==> config.mk <==
export PLATFORM = sky130hd
export DESIGN_NAME = hostreg_if
export DESIGN_NICKNAME = d
export VERILOG_FILES = /design/src/rtl/hostreg_pkg.sv /design/src/rtl/hostreg_decode.sv /design/src/rtl/hostreg_fsm.sv /design/src/rtl/hostreg_irq.sv /design/src/rtl/hostreg_if.sv
export SDC_FILE = /design/constraint.sdc
export NUM_CORES = 1
export LEC_CHECK = 0
export CAP_MARGIN = 20
export CORE_MARGIN = 2
export CORE_UTILIZATION = 45
export DETAILED_ROUTE_END_ITERATION = 8
export GPL_ROUTABILITY_DRIVEN = 0
export PLACE_DENSITY = 0.81
export SKIP_LAST_GASP = 1
export SLEW_MARGIN = 10
export SYNTH_ARGS = -nofsm -noshare
export SYNTH_HDL_FRONTEND = slang
export SYNTH_SLANG_ARGS = --single-unit
==> constraint.sdc <==
create_clock -name clk -period 2.7 [get_ports clk]
set_input_delay 0.54 -clock clk [delete_from_list [all_inputs] [get_ports clk]]
set_output_delay 0.54 -clock clk [all_outputs]
set_load 0.01 [all_outputs]
==> src/rtl/hostreg_pkg.sv <==
package hostreg_pkg;
    timeunit 1ns;
    timeprecision 100ps;

    typedef enum logic [2:0] {
        ST_CMD_WAIT,
        ST_CMD_NEXT,
        ST_BUSY,
        ST_DATA_REQ,
        ST_STAT_REQ
    } hr_state_e;

    // {IN/OUT, COM/DTA}
    localparam logic [1:0] PH_TO_HOST   = 2'b00;
    localparam logic [1:0] PH_STATUS    = 2'b01;
    localparam logic [1:0] PH_FROM_HOST = 2'b10;
    localparam logic [1:0] PH_COMMAND   = 2'b11;

    localparam logic [1:0] OFS_DATA = 2'd0;
    localparam logic [1:0] OFS_CSR  = 2'd1;

    localparam int CTL_IE_BIT  = 6;
    localparam int CTL_RST_BIT = 4;
endpackage

==> src/rtl/hostreg_decode.sv <==
module hostreg_decode
    import hostreg_pkg::*;
#(
    parameter int ADDR_W = 10,
    localparam int SW_W  = ADDR_W - 2
) (
    input  logic [ADDR_W-1:0] addr,
    input  logic [SW_W-1:0]   base_sw,
    input  logic              aen,
    input  logic              ior,
    input  logic              iow,
    input  logic              dack,
    output logic              rd_data,
    output logic              wr_data,
    output logic              rd_stat,
    output logic              wr_ctrl
);
    logic       hit;
    logic [1:0] ofs;

    assign ofs = addr[1:0];
    // DMA cycles bypass the decode entirely
    assign hit = !aen && !dack && (addr[ADDR_W-1:2] == base_sw);

    always_comb begin
        rd_data = ior && (dack || (hit && ofs == OFS_DATA));
        wr_data = iow && (dack || (hit && ofs == OFS_DATA));
        rd_stat = ior && hit && (ofs == OFS_CSR);
        wr_ctrl = iow && hit && (ofs == OFS_CSR);
    end
endmodule

==> src/rtl/hostreg_fsm.sv <==
module hostreg_fsm
    import hostreg_pkg::*;
#(
    parameter int CMD_LEN = 6,
    parameter int DATA_W  = 8,
    localparam int IDX_W  = $clog2(CMD_LEN)
) (
    input  logic              clk,
    input  logic              rst_n,
    input  logic              soft_now,
    input  logic              host_wr,
    input  logic              host_rd,
    input  logic [DATA_W-1:0] wdata,
    input  logic              seq_ready,
    input  logic [1:0]        seq_phase,
    output logic              req,
    output logic              ph_io,
    output logic              ph_cd,
    output logic              dreq,
    output logic              wr_take,
    output logic              seq_load,
    output logic              stat_load,
    output logic              cmd_valid,
    output logic [IDX_W-1:0]  cmd_idx,
    output logic [DATA_W-1:0] cmd_byte,
    output logic              cmd_go,
    output logic              dat_wr_valid,
    output logic [DATA_W-1:0] dat_wr_byte,
    output logic              dat_rd_taken,
    output logic              stat_taken
);
    localparam logic [IDX_W-1:0] LAST_IDX = IDX_W'(CMD_LEN - 1);

    hr_state_e        state_q, state_d;
    logic [IDX_W-1:0] cnt_q;
    logic [1:0]       phase_q;
    logic             cmd_take, last_take, seq_take, data_done, stat_done;

    always_comb begin
        cmd_take  = (state_q == ST_CMD_WAIT) && host_wr;
        last_take = cmd_take && (cnt_q == LAST_IDX);
        seq_take  = (state_q == ST_BUSY) && seq_ready && (seq_phase != PH_COMMAND);
        data_done = (state_q == ST_DATA_REQ) && (phase_q[1] ? host_wr : host_rd);
        stat_done = (state_q == ST_STAT_REQ) && host_rd;
        wr_take   = cmd_take || ((state_q == ST_DATA_REQ) && phase_q[1] && host_wr);
        seq_load  = seq_take && !seq_phase[1];
        stat_load = seq_take && (seq_phase == PH_STATUS);
    end

    // next-state logic
    always_comb begin
        state_d = state_q;
        unique case (state_q)
            ST_CMD_WAIT: if (cmd_take) state_d = last_take ? ST_BUSY : ST_CMD_NEXT;
            ST_CMD_NEXT: state_d = ST_CMD_WAIT;
            ST_BUSY: begin
                if (seq_take)
                    state_d = (seq_phase == PH_STATUS) ? ST_STAT_REQ : ST_DATA_REQ;
            end
            ST_DATA_REQ: if (data_done) state_d = ST_BUSY;
            ST_STAT_REQ: if (stat_done) state_d = ST_CMD_WAIT;
            default:     state_d = ST_CMD_WAIT;
        endcase
    end

    // state register, count and phase
    always_ff @(posedge clk or negedge rst_n) begin
        if (!rst_n) begin
            state_q <= ST_CMD_WAIT;
            cnt_q   <= '0;
            phase_q <= PH_COMMAND;
        end else if (soft_now) begin
            state_q <= ST_CMD_WAIT;
            cnt_q   <= '0;
            phase_q <= PH_COMMAND;
        end else begin
            state_q <= state_d;
            if (cmd_take)
                cnt_q <= last_take ? '0 : cnt_q + 1'b1;
            if (seq_take)
                phase_q <= seq_phase;
            else if (stat_done)
                phase_q <= PH_COMMAND;
        end
    end

    // registered strobes toward the sequencer
    always_ff @(posedge clk or negedge rst_n) begin
        if (!rst_n) begin
            cmd_valid    <= 1'b0;
            cmd_idx      <= '0;
            cmd_byte     <= '0;
            cmd_go       <= 1'b0;
            dat_wr_valid <= 1'b0;
            dat_wr_byte  <= '0;
            dat_rd_taken <= 1'b0;
            stat_taken   <= 1'b0;
        end else begin
            cmd_valid    <= cmd_take;
            cmd_go       <= last_take;
            dat_wr_valid <= data_done && phase_q[1];
            dat_rd_taken <= data_done && !phase_q[1];
            stat_taken   <= stat_done;
            if (cmd_take) begin
                cmd_idx  <= cnt_q;
                cmd_byte <= wdata;
            end
            if (data_done && phase_q[1])
                dat_wr_byte <= wdata;
        end
    end

    always_comb begin
        req   = (state_q == ST_CMD_WAIT) || (state_q == ST_DATA_REQ) || (state_q == ST_STAT_REQ);
        ph_io = phase_q[1];
        ph_cd = phase_q[0];
        dreq  = (state_q == ST_DATA_REQ);
    end
endmodule

==> src/rtl/hostreg_irq.sv <==
module hostreg_irq (
    input  logic clk,
    input  logic rst_n,
    input  logic wr_ctrl,
    input  logic ie_bit,
    input  logic soft_now,
    input  logic stat_load,
    input  logic blk_done,
    input  logic rd_stat,
    output logic irq,
    output logic soft_rst
);
    logic ie_q;

    always_ff @(posedge clk or negedge rst_n) begin
        if (!rst_n) begin
            ie_q     <= 1'b0;
            irq      <= 1'b0;
            soft_rst <= 1'b0;
        end else begin
            soft_rst <= soft_now;
            if (soft_now) begin
                ie_q <= 1'b0;
                irq  <= 1'b0;
            end else begin
                if (wr_ctrl)
                    ie_q <= ie_bit;
                // a set event outranks the clearing status read
                if (ie_q && (stat_load || blk_done))
                    irq <= 1'b1;
                else if (rd_stat)
                    irq <= 1'b0;
            end
        end
    end
endmodule

==> src/rtl/hostreg_if.sv <==
module hostreg_if
    import hostreg_pkg::*;
#(
    parameter int ADDR_W  = 10,
    parameter int DATA_W  = 8,
    parameter int CMD_LEN = 6,
    localparam int SW_W   = ADDR_W - 2,
    localparam int IDX_W  = $clog2(CMD_LEN)
) (
    input  logic              clk,
    input  logic              rst_n,
    input  logic [SW_W-1:0]   base_sw,
    input  logic [ADDR_W-1:0] bus_addr,
    input  logic              bus_aen,
    input  logic              bus_ior,
    input  logic              bus_iow,
    input  logic              bus_dack,
    input  logic [DATA_W-1:0] bus_wdata,
    output logic [DATA_W-1:0] bus_rdata,
    output logic              bus_irq,
    output logic              bus_dreq,
    input  logic              seq_ready,
    input  logic [1:0]        seq_phase,
    input  logic [DATA_W-1:0] seq_byte,
    input  logic              seq_blk_done,
    output logic              cmd_valid,
    output logic [IDX_W-1:0]  cmd_idx,
    output logic [DATA_W-1:0] cmd_byte,
    output logic              cmd_go,
    output logic              dat_wr_valid,
    output logic [DATA_W-1:0] dat_wr_byte,
    output logic              dat_rd_taken,
    output logic              stat_taken,
    output logic              soft_rst
);
    logic rd_data, wr_data, rd_stat, wr_ctrl;
    logic soft_now, st_req, st_io, st_cd, wr_take, seq_load, stat_load;
    logic [DATA_W-1:0] data_q, status;

    hostreg_decode #(.ADDR_W(ADDR_W)) dec_i (
        .addr(bus_addr), .base_sw(base_sw), .aen(bus_aen),
        .ior(bus_ior), .iow(bus_iow), .dack(bus_dack),
        .rd_data(rd_data), .wr_data(wr_data), .rd_stat(rd_stat), .wr_ctrl(wr_ctrl)
    );

    assign soft_now = wr_ctrl && bus_wdata[CTL_RST_BIT];

    hostreg_fsm #(.CMD_LEN(CMD_LEN), .DATA_W(DATA_W)) fsm_i (
        .clk(clk), .rst_n(rst_n), .soft_now(soft_now),
        .host_wr(wr_data), .host_rd(rd_data), .wdata(bus_wdata),
        .seq_ready(seq_ready), .seq_phase(seq_phase),
        .req(st_req), .ph_io(st_io), .ph_cd(st_cd), .dreq(bus_dreq),
        .wr_take(wr_take), .seq_load(seq_load), .stat_load(stat_load),
        .cmd_valid(cmd_valid), .cmd_idx(cmd_idx), .cmd_byte(cmd_byte), .cmd_go(cmd_go),
        .dat_wr_valid(dat_wr_valid), .dat_wr_byte(dat_wr_byte),
        .dat_rd_taken(dat_rd_taken), .stat_taken(stat_taken)
    );

    hostreg_irq irq_i (
        .clk(clk), .rst_n(rst_n), .wr_ctrl(wr_ctrl), .ie_bit(bus_wdata[CTL_IE_BIT]),
        .soft_now(soft_now), .stat_load(stat_load), .blk_done(seq_blk_done),
        .rd_stat(rd_stat), .irq(bus_irq), .soft_rst(soft_rst)
    );

    // data in/out register
    always_ff @(posedge clk or negedge rst_n) begin
        if (!rst_n)         data_q <= '0;
        else if (soft_now)  data_q <= '0;
        else if (seq_load)  data_q <= seq_byte;
        else if (wr_take)   data_q <= bus_wdata;
    end

    always_comb begin
        status = '0;
        status[DATA_W-1] = st_req;
        status[DATA_W-2] = st_io;
        status[DATA_W-3] = st_cd;
        if (rd_data)      bus_rdata = data_q;
        else if (rd_stat) bus_rdata = status;
        else              bus_rdata = '1;
    end
endmodule

## After elaboration in Yosys (flattened, before gate mapping)

Cells that the tools add are included.

| word-level totals | value |
|---|---|
| register bits after elaboration | 43 |
| input bits | 44 |
| output and inout port bits | 35 |
| logic and storage cells | 93 |

| cells by class | value |
|---|---|
| add/subtract/negate cells | 1 |
| equal/unequal tests | 12 |
| multiplexer cells | 25 |
| reductions and logical operators | 40 |

Operators with widths:

| operator | count |
|---|---|
| two-way mux 8 bit | 5 |
| two-way mux 3 bit | 9 |
| logical AND 1 bit | 23 |
| inequality test 3 x 1 -> 1 bit (second input constant) | 4 |
| case mux 3 bit (4 select lines) | 1 |
| nonzero test 3 bit | 3 |
| equality test 8 bit | 1 |
| two-way mux 2 bit | 4 |
| equality test 3 x 2 -> 1 bit (second input constant) | 2 |
| equality test 3 bit (second input constant) | 2 |
| two-way mux 1 bit | 6 |
| logical OR 1 bit | 5 |
| equality test 2 x 1 -> 1 bit (second input constant) | 2 |
| zero test 1 bit | 4 |
| AND reduction 4 bit | 1 |
| nonzero test 2 bit | 2 |
| adder 3 x 1 -> 3 bit (second input constant) | 1 |
| zero test 3 bit | 1 |
| zero test 2 bit | 1 |
| inequality test 2 bit (second input constant) | 1 |

## Longest topological paths before layout

Gate-level depths: netlist of the first run.

| depth | value |
|---|---|
| depth in word-level cells | 12 |
| mapped depth | 7 |
| mapped depth without buffers | 7 |

## Cells and area by module

A second synthesis of the first run with hierarchy kept.

| unflattened totals | value |
|---|---|
| cell total of the unflattened synthesis | 216 |
| area, all modules | 2254.7 um2 |

By module, submodules not included:

| module | times used | cells an instance | area an instance (um2) | sequential area each (um2) |
|---|---|---|---|---|
| hostreg_fsm | 1 | 133 | 1413.9 | 803.3 |
| hostreg_if | 1 | 52 | 579.3 | 200.2 |
| hostreg_decode | 1 | 23 | 156.4 | 0.0 |
| hostreg_irq | 1 | 8 | 105.1 | 75.1 |

## Least setup slack after synthesis of the first run

No wires, ideal clock.

| timing | value |
|---|---|
| path type | input port to output port |
| start | input bus_addr[1] |
| end | output bus_rdata[7] |
| arrival time | 1.967 ns |
| data required time | 2.160 ns |
| slack | 0.193 ns |
| stages | 4 |
| path buffers | 0 |
| path through | or3_4 -> nor4_4 -> nand4_1 -> o32a_1 |

| on the way | value |
|---|---|
| longest elaborated chain between the ends | 5 |
| elaborated cells on any way between the ends | 8 |
| classes of those cells | 1 x eq/ne; 2 x mux; 5 x reduce/logical |

Ends and longest elaborated chain:

| item | line | text |
|---|---|---|
| start, declared | hostreg_if.sv:13 | `input logic [ADDR_W-1:0] bus_addr,` |
| zero test 2 bit | hostreg_decode.sv:26 | `rd_data = ior && (dack \|\| (hit && ofs == OFS_DATA));` |
| logical AND 1 bit | hostreg_decode.sv:26 |  |
| logical OR 1 bit | hostreg_decode.sv:26 |  |
| logical AND 1 bit | hostreg_decode.sv:26 |  |
| two-way mux 8 bit * | hostreg_if.sv:78 | `if (rd_data) bus_rdata = data_q;` |
| end, declared | hostreg_if.sv:19 | `output logic [DATA_W-1:0] bus_rdata,` |

Mark *: on every way between the ends. The rest lies on a longest branch, timed or not.

## Final worst setup path of the first run

| timing | value |
|---|---|
| start | input bus_dack |
| end | output bus_rdata[7] |

| on the way | value |
|---|---|
| longest elaborated chain between the ends | 7 |
| elaborated cells on any way between the ends | 10 |
| classes of those cells | 2 x mux; 8 x reduce/logical |

Ends and longest elaborated chain:

| item | line | text |
|---|---|---|
| start, declared | hostreg_if.sv:17 | `input logic bus_dack,` |
| zero test 1 bit | hostreg_decode.sv:23 | `assign hit = !aen && !dack && (addr[ADDR_W-1:2] == base_sw);` |
| logical AND 1 bit (2 in a row) | hostreg_decode.sv:23 |  |
| logical AND 1 bit (on tied branches) | hostreg_decode.sv:28, hostreg_decode.sv:26 |  |
| logical AND 1 bit / logical OR 1 bit (equally long branches) | hostreg_decode.sv:28, hostreg_decode.sv:26 |  |
| two-way mux 8 bit / logical AND 1 bit (equally long branches) | hostreg_if.sv:79, hostreg_decode.sv:26 |  |
| two-way mux 8 bit * | hostreg_if.sv:78 |  |

Marked as above.

==> results by stage, run 1 <==
Cells and area:
- Cells fill 72.03% of the core in the end.
- Counting the fill cells in the layout gives 365.
- The total area of multi-input combinational cells is 1170 um^2.
- The proportion of layout cells with a drive suffix above 1 is 29.39%.
- The number of nets in the final layout is about 360.
- Summing all flip-flop and latch instances after layout gives 1079 um^2.
- The finished cells cover approximately 3400 um^2.
- The count of non-filler cells in the finished layout is between 300 and 400.
- 0 antenna diodes ended up in the layout.
- The library cells used most frequently in the layout, excluding fill and tap cells, are clkdlybuf4s50_1 (53), dfrtp_1 (41), mux2_2 (27).
- Leaving out fill and tap cells, the most frequent cell in the layout is clkdlybuf4s50_1.
- Relative to the synthesized area, the layout overhead comes to 51.37%.

Power:
- The analysis attributes to net switching a power of slightly above 0.8 mW.
- In this run switching power makes up around 32% of total power.
- Of the total power, the clock network draws around a fifth.
- The static power due to leakage is 1.573 nW.
- Registers are responsible for approximately two fifths of the overall power.
- The worst voltage drop across the vdd grid is 0.0004435 V.
- The overall power after layout is 2.522 mW.
- The proportion of power drawn by combinational gates is between 30% and 40%.
- The total power divided by cell area is 731.7 nW/um^2.
- Cell internal power was estimated by the tool at roughly 1.7 mW.

Synth:
- The fraction of registers with async set or reset after synthesis is 100.0%.
- The netlist uses 46 different library cells.
- A synthesized cell averages 11.00 um^2.
- The sequential cell area fraction in the yosys report is 47.36%.
- The number of warnings reported in the yosys synthesis log is 0.
- The net count after synthesis is roughly 250.
- The number of flops mapped to enable cells by yosys is 0.
- The cell count after synthesis came out at 207.
- The most common flop cell mapped by yosys is dfrtp_1.
- After synthesis the cells add up to 2277 um^2.
- The post-synthesis register bit count is 43.

Run status:
- The flow ran to the end, and the final reports show no timing, DRC or antenna violations.

GRT:
- The global routing's busiest layer is met2.
- The first global-routing pass estimated approximately 10000 um of wire.
- The number of global-route vias before repair was 2112.
- The met2 track utilization from global routing is 40.35%.
- Global routing consumed, on the met1 layer, 30.74% of the routing resources.
- The met3 track demand over resource in global routing is 6.292%.
- The number of antenna violations at the first check in global routing is 0.
- The total overflow left after global routing is 0.
- Entering global routing, the biggest net connects 44 pins.
- The overall track demand over capacity in global routing is 24.28%.

Timing:
- The largest clock skew in the final design is ~0.0040 ns.
- The worst-case headroom to the max-slew limit is between 30% and 40%.
- The number of max-slew violations in the final report is 0.
- Adding up every negative setup slack in the final design gives 0 ns.
- The number of setup violations in the final report is 0.
- The final number of hold-violating endpoints is 0.
- The tightest hold path in the finished design has a slack of between 0.3 and 0.4 ns.
- The achievable frequency is about 380 MHz.
- At the pin with the least slew margin, the transition time is 0.9317 ns.
- Setup slack on the critical path of the routed design comes to around 0.062 ns.
- The final critical path takes up 97.71% of the cycle.
- The worst path needs 2.638 ns of the cycle, external delays included.

CTS:
- The clock transition at the register clock pins on the worst setup and hold paths after CTS is 0.08 ns.
- Counting every sink on the clock net gives between 40 and 50.
- The CTS H-tree depth is 2.
- The number of buffers between clock root and the deepest sink is 2.
- The number of buffers added by the clock tree synthesis step is 5.
- TritonCTS built the clock tree.
- The clock reaches the later pin of the worst-skew pair after 0.30 ns.
- The cell at the root of the clock tree is clkbuf_8.

Floorplan:
- In this run the vertical extent of the chip is 75.14 um.
- From left edge to right edge, the die measures 75.14 um.
- The die area is about 5600 um^2.
- In this run the count of I/O pins placed on the die edge is 79.
- The area inside the core boundary is 4786 um^2.
- The initial core utilization is 47.58%.
- Row generation in the floorplan step produced 25 rows.

Detailed routing:
- The vias after detailed routing is 2075.
- The iteration-0 DRC count of the detailed router is 155.
- For this run, the detailed router's first-pass iteration total came to 4.
- Using the TritonRoute via totals, the vias-per-cell ratio works out to 5.461.
- The detailed-route wire length per cell is 16.53 um.
- The total DRC errors in the routed layout is 0.
- The detail route stage leaves a number of antenna-violating nets equal to 0.
- Summed over all layers, the routed wires come to approximately 6300 um.

Place:
- The placed instance area is ~3300 um^2.
- After detailed placement, the design holds a cell count of 365.
- Input and output buffers added on the ports amount to between 70 and 80.
- Detailed placement ended at an HPWL of roughly 4600 um.
- Before CTS, the worst setup slack after placement is -0.6572 ns.

Critical path:
- The capturing element type of the critical path is an output port.
- The critical-path maximum fanout is 3.
- The kind of critical path is in -> out.
- The worst path arrival time is around 2.1 ns.
- The endpoint required time on the critical path is 2.16 ns.
- STA classifies the critical path startpoint as an input port.
- The path depth of the worst reg2reg path is 5.
- Across all register-to-register paths, the minimum setup slack is 0.74 ns.
- The end of the worst register-to-register path is fsm_i.cmd_byte[2]$_DFFE_PN0P_.
- The worst register-to-register path begins at fsm_i.state_q[0]$_DFFE_PN0P_.

Job:
- Across the run, the number of max-cap violations was 0.

Min path:
- The classification of the worst-slack hold path is in -> async.
-- what timing repair did --
item	4_1_cts	5_1_grt
hold buffers	0	0
endpoints found under the setup margin	8	8
gates resized for setup	47	16
pin swaps	6	13
setup buffers	3	4
-- flip-flops by register name (all words and copies together), names as in the netlist, 2 cells and up --
register,flops
fsm_i.cmd_idx,3
data_q,8
fsm_i.cmd_byte,8
fsm_i.phase_q,2
fsm_i.state_q,3
fsm_i.dat_wr_byte,8
fsm_i.cnt_q,3
-- synth_stat cells, types with 2 or more instances --
| cell | n | area [um^2] |
|---|---|---|
| o22a_1 | 2 | 17.52 |
| mux2_2 | 27 | 304.0 |
| nand2_1 | 7 | 26.28 |
| mux2i_1 | 9 | 90.09 |
| nor3_1 | 5 | 25.02 |
| nand3b_1 | 2 | 15.01 |
| nor2_4 | 2 | 22.52 |
| inv_1 | 7 | 26.28 |
| a21oi_1 | 7 | 35.03 |
| dfrtp_1 | 41 | 1026 |
| o21ai_0 | 26 | 130.1 |
| and2_1 | 2 | 12.51 |
| ha_1 | 2 | 25.02 |
| nand3_1 | 6 | 30.03 |
| dfstp_2 | 2 | 52.55 |
| nor2_1 | 11 | 41.29 |
| o22ai_1 | 2 | 12.51 |
| xor2_1 | 8 | 70.07 |
| nand4b_1 | 2 | 17.52 |
| o21a_1 | 6 | 45.04 |
| clkbuf_1 | 6 | 22.52 |
-- per-layer routing --
| layer | routed length, um | vias to the layer above |
|---|---|---|
| met3 | 366 | 13 |
| met4 | 144 | 0 |
| met1 | 2605 | 1021 |
| met2 | 3164 | 73 |
| met5 | 0 | - |
| li1 | - | 968 |
-- worst max path at each step --
stage / from / end / cells past startpoint
after detailed placement: bus_addr[1] / bus_rdata[6] / 8
final: bus_dack / bus_rdata[7] / 7
after floorplan: bus_addr[1] / bus_rdata[7] / 4
after global placement: bus_dack / bus_rdata[5] / 8
after CTS: base_sw[2] / bus_rdata[6] / 8
after global routing: bus_dack / bus_rdata[7] / 7
-- critical path, cell delays in order --
cell and delay [ns]:
clkbuf_2 0.09, or3_4 0.39, nor4_4 0.27, buf_4 0.17, nand4_1 0.17, o32a_1 0.33, buf_2 0.14
-- final cells by class --
cell class / count / area share (%)
Inverter: 7 / 0.7622
Multi-Input combinational cell: 149 / 33.94
Tap cell: 67 / 2.432
Sequential cell: 43 / 31.29
Timing Repair Buffer: 106 / 28.31
Clock inverter: 3 / 1.270
Clock buffer: 5 / 1.996
-- power by group through the flow --
stage	Clock, mW	Sequential [mW]	Combinational (mW)
after global routing	0.538	1.06	1.08
after floorplan	0	1.04	0.495
after detailed placement	0	1.04	0.998
after CTS	0.514	1.03	0.988
after global placement	0	1.03	0.968
final	0.504	1.03	0.986
-- cells by family after synthesis --
logic type	Yosys count	synth area share, %
compound gates	58	16.70
xor+xnor	8	3.077
fa+ha+maj	2	1.099
buf+inv	15	2.857
flops	43	47.36
mux	36	17.31
simple gates	45	11.59
Power figures use the tool's default switching activity.
==> inputs of run 2 (changes only) <==
Settings changed: CAP_MARGIN 20 to 10, CORE_UTILIZATION 45 to 25, PLACE_DENSITY 0.81 to 0.5.
==> results by stage, run 2 (synthesis results as in run 1) <==
Critical path:
- The end of the worst register-to-register path is fsm_i.cmd_idx[2]$_DFFE_PN0P_ (was fsm_i.cmd_byte[2]$_DFFE_PN0P_).
- The worst-case register-to-register setup slack came to 0.88 ns (was 0.74 ns).
- The path depth of the worst reg2reg path is 6 (was 5).
- The worst path arrival time was 2.10 ns (about the same).
- The startpoint kind of the worst setup timing path was an input port (unchanged).
- The capturing element type of the critical path is an output port (unchanged).
- The startpoint of the worst-slack reg-to-reg timing path is fsm_i.state_q[0]$_DFFE_PN0P_ (unchanged).
- Critical Path, Cell by Cell: clkbuf_2 > or3_4 > nor4_4 > a41o_1 > nand2_2 > buf_6 > o22a_1 > buf_2 (was clkbuf_2 > or3_4 > nor4_4 > buf_4 > nand4_1 > o32a_1 > buf_2).
- The kind of critical path is in -> out (unchanged).
- The cell family with the largest share of critical-path delay is simple AND/OR/NAND/NOR gates (unchanged).
- The longest individual stage delay on the worst path is 0.38 ns (was 0.39 ns).
- The critical-path cell with the highest stage delay is or3_4 (unchanged).
- The buffers plus inverters on the worst setup path is 3 (unchanged).
- The critical-path maximum fanout is 8 (was 3).
- The endpoint required time on the critical path is 2.16 ns (about the same).

Power:
- The sequential group share of total power was 40.7% (was 40.9%).
- The proportion of power drawn by combinational gates is 39.4% (was 39.1%).
- The switching power share of the total is 32.20% (was 32.22%).
- The design internal power is 1.724 mW (was 1.710 mW).
- The total power divided by cell area was 728.3 nW/um^2 (was 731.7 nW/um^2).
- The worst voltage drop across the vdd grid is 0.0003377 V (was 0.0004435 V).
- The relative contribution of the clock network to total power is 19.9% (was 20.0%).
- The static power due to leakage is 1.528 nW (was 1.573 nW).
- The net switching power figure was 0.8189 mW (was 0.8126 mW).

Detailed routing:
- The total DRC errors in the routed layout is 0 (unchanged).
- The vias after detailed routing came to 1968 (was 2075).
- The detailed-router iteration count before antenna repair came to 4 (unchanged).
- The per-cell via count in the routed design is 4.664 (was 5.461).
- The routed wire length is 6727 um (was 6281 um).
- The detailed-route wire length per cell is 15.94 um (was 16.53 um).
- The count of antenna-violating nets left after detailed routing is 0 (unchanged).
- The iteration-0 DRC count of the detailed router came to 66 (was 155).

CTS:
- The number of buffers between clock root and the deepest sink was 2 (unchanged).
- The count of clock tree sinks was 43 (unchanged).
- The clock tree from TritonCTS is built (unchanged).
- The cell at the root of the clock tree is clkbuf_8 (unchanged).
- The insertion delay to the later sink of the worst-skew pair is 0.29 ns (was 0.30 ns).
- The hold buffer count at CTS came to 0 (unchanged).
- The number of buffers added by the clock tree synthesis step came to 5 (unchanged).
- The clock transition at the register clock pins on the worst setup and hold paths after CTS is 0.09 ns (was 0.08 ns).
- The CTS H-tree depth is 2 (unchanged).

Floorplan:
- The horizontal die dimension is 99.44 um (was 75.14 um).
- The die area is 9888 um^2 (was 5645 um^2).
- The die extent in y is 99.44 um (was 75.14 um).
- The initial core utilization came to 25.99% (was 47.58%).
- The total I/O pin count was 79 (unchanged).
- The number of rows created at floorplan was 34 (was 25).
- The area inside the core boundary is 8763 um^2 (was 4786 um^2).

Place:
- The total half-perimeter wirelength after legalization and detailed placement was 5040 um (was 4573 um).
- The worst slack after detailed placement came to -0.6913 ns (was -0.6572 ns).
- The port buffer count is 78 (unchanged).

Timing:
- The portion of the clock cycle consumed by the worst path in the final layout was 97.91% (was 97.71%).
- The transition time of the tightest slew-check pin came to 0.3903 ns (was 0.9317 ns).
- The number of setup violations in the final report is 0 (unchanged).
- The number of max-slew violations in the final report came to 0 (unchanged).
- Setup repair after global routing could not meet its margin everywhere.
- The worst setup margin is 0.05649 ns (was 0.06174 ns).
- The worst-case headroom to the max-slew limit is 73.65% (was 37.89%).
- The final critical delay including setup and external delays is 2.644 ns (was 2.638 ns).
- The largest clock skew in the final design is 0.01073 ns (was 0.003979 ns).
- The achievable frequency was 378.3 MHz (was 379.0 MHz).
- The final number of hold-violating endpoints is 0 (unchanged).

Cells and area:
- Top library cells by usage in the layout, fill and taps aside: clkdlybuf4s50_1 (54), dfrtp_1 (41), mux2_2 (27) (was clkdlybuf4s50_1 (53), dfrtp_1 (41), mux2_2 (27)).
- The number of diodes is 0 (unchanged).
- The total area of multi-input combinational cells is 1180 um^2 (was 1170 um^2).
- The proportion of layout cells with a drive suffix above 1 came to 30.25% (was 29.39%).
- Registers with the most flip-flops: data_q: 8 flops, fsm_i.cmd_byte: 8 flops, fsm_i.dat_wr_byte: 8 flops (unchanged).
- The post-synthesis to final-layout area growth was 53.35% (was 51.37%).
- The utilization of the core after routing came to 39.85% (was 72.03%).
- The most common cell after layout, fill and taps aside was clkdlybuf4s50_1 (unchanged).
- The number of nets in the final layout is 359 (was 358).
- The number of fill cells in the layout is 907 (was 365).
- The register area came to 1079 um^2 (unchanged).

GRT:
- The overall track demand over capacity in global routing is 14.16% (was 24.28%).
- The global-route wire length before repair came to 11030 um (was 10250 um).
- The number of antenna violations at the first check in global routing is 0 (unchanged).
- The final global-route overflow total is 0 (unchanged).
- The largest net degree at the start of global routing was 22 (was 44).
- The number of global-route vias before repair was 2129 (was 2112).

Job:
- The number of maximum-capacitance constraint violations came to 0 (unchanged).

Min path:
- The classification of the worst-slack hold path is in -> async (unchanged).

Run status:
- Status: finished clean (unchanged).
run 2: worst max path at each step:
| stage | to | startpoint | depth (start not counted) |
|---|---|---|---|
| detailed placement | bus_rdata[6] | bus_dack | 8 |
| CTS | bus_rdata[6] | bus_dack | 8 |
| global placement | bus_rdata[6] | bus_dack | 8 |
| finish | bus_rdata[6] | bus_addr[1] | 8 |
| global route | bus_rdata[6] | bus_addr[1] | 8 |
| floorplan | bus_rdata[7] | bus_addr[1] | 4 |
run 2: worst reg2reg max path, delay by kind of cell, from the launching register on:
kind                   cells  cell delay [ns]
and+or+nand+nor            3             0.61
DFF                        1             0.46
muxes                      1             0.33
buffers and inverters      2             0.31
run 2: metal layers:
| layer | routed length (um) | vias up | track usage (%) |
|---|---|---|---|
| met5 | 0 | - | 0 |
| met4 | 44 | 0 | 2.740 |
| met3 | 364 | 6 | 3.584 |
| met2 | 3241 | 53 | 23.23 |
| met1 | 3077 | 940 | 19.11 |
| li1 | - | 969 | - |
run 2: what timing repair did:
item | in CTS | in global routing
pin swaps | 9 | 8
buffers inserted | 2 | 0
endpoints found under the setup margin | 8 | 8
gates resized for setup | 54 | 10
run 2: cell type report:
class / count / share of cell area, %
multi-input cells: 149 / 33.79
flip-flops and latches: 43 / 30.88
repair buffers: 107 / 27.48
well taps: 108 / 3.870
clock buffers: 5 / 1.971
clock inverters: 3 / 1.254
inverters: 7 / 0.7524
run 2: power by group through the flow:
stage	clock [mW]	sequential (mW)	combinational (mW)
after global placement	0	1.05	1.02
after global routing	0.555	1.07	1.10
after CTS	0.529	1.04	1.02
after floorplan	0	1.04	0.495
after detailed placement	0	1.04	1.03
final	0.505	1.04	1.00
run 2: metrics by stage:
| step | area [um^2] | power, mW | cells | setup TNS, ns | hold WS [ns] |
|---|---|---|---|---|---|
| after floorplan | 2277 | 1.531 | 207 | 0 | 0.2444 |
| after CTS | 3490 | 2.584 | 422 | 0 | 0.1486 |
| after global routing | 3492 | 2.726 | 422 | -0.01609 | 0.1533 |
| after detailed placement | 3383 | 2.072 | 412 | -9.889 | 0.4802 |
| final | 3492 | 2.543 | 422 | 0 | 0.1413 |
| after global placement | 3383 | 2.064 | 412 | -9.386 | 0.4778 |
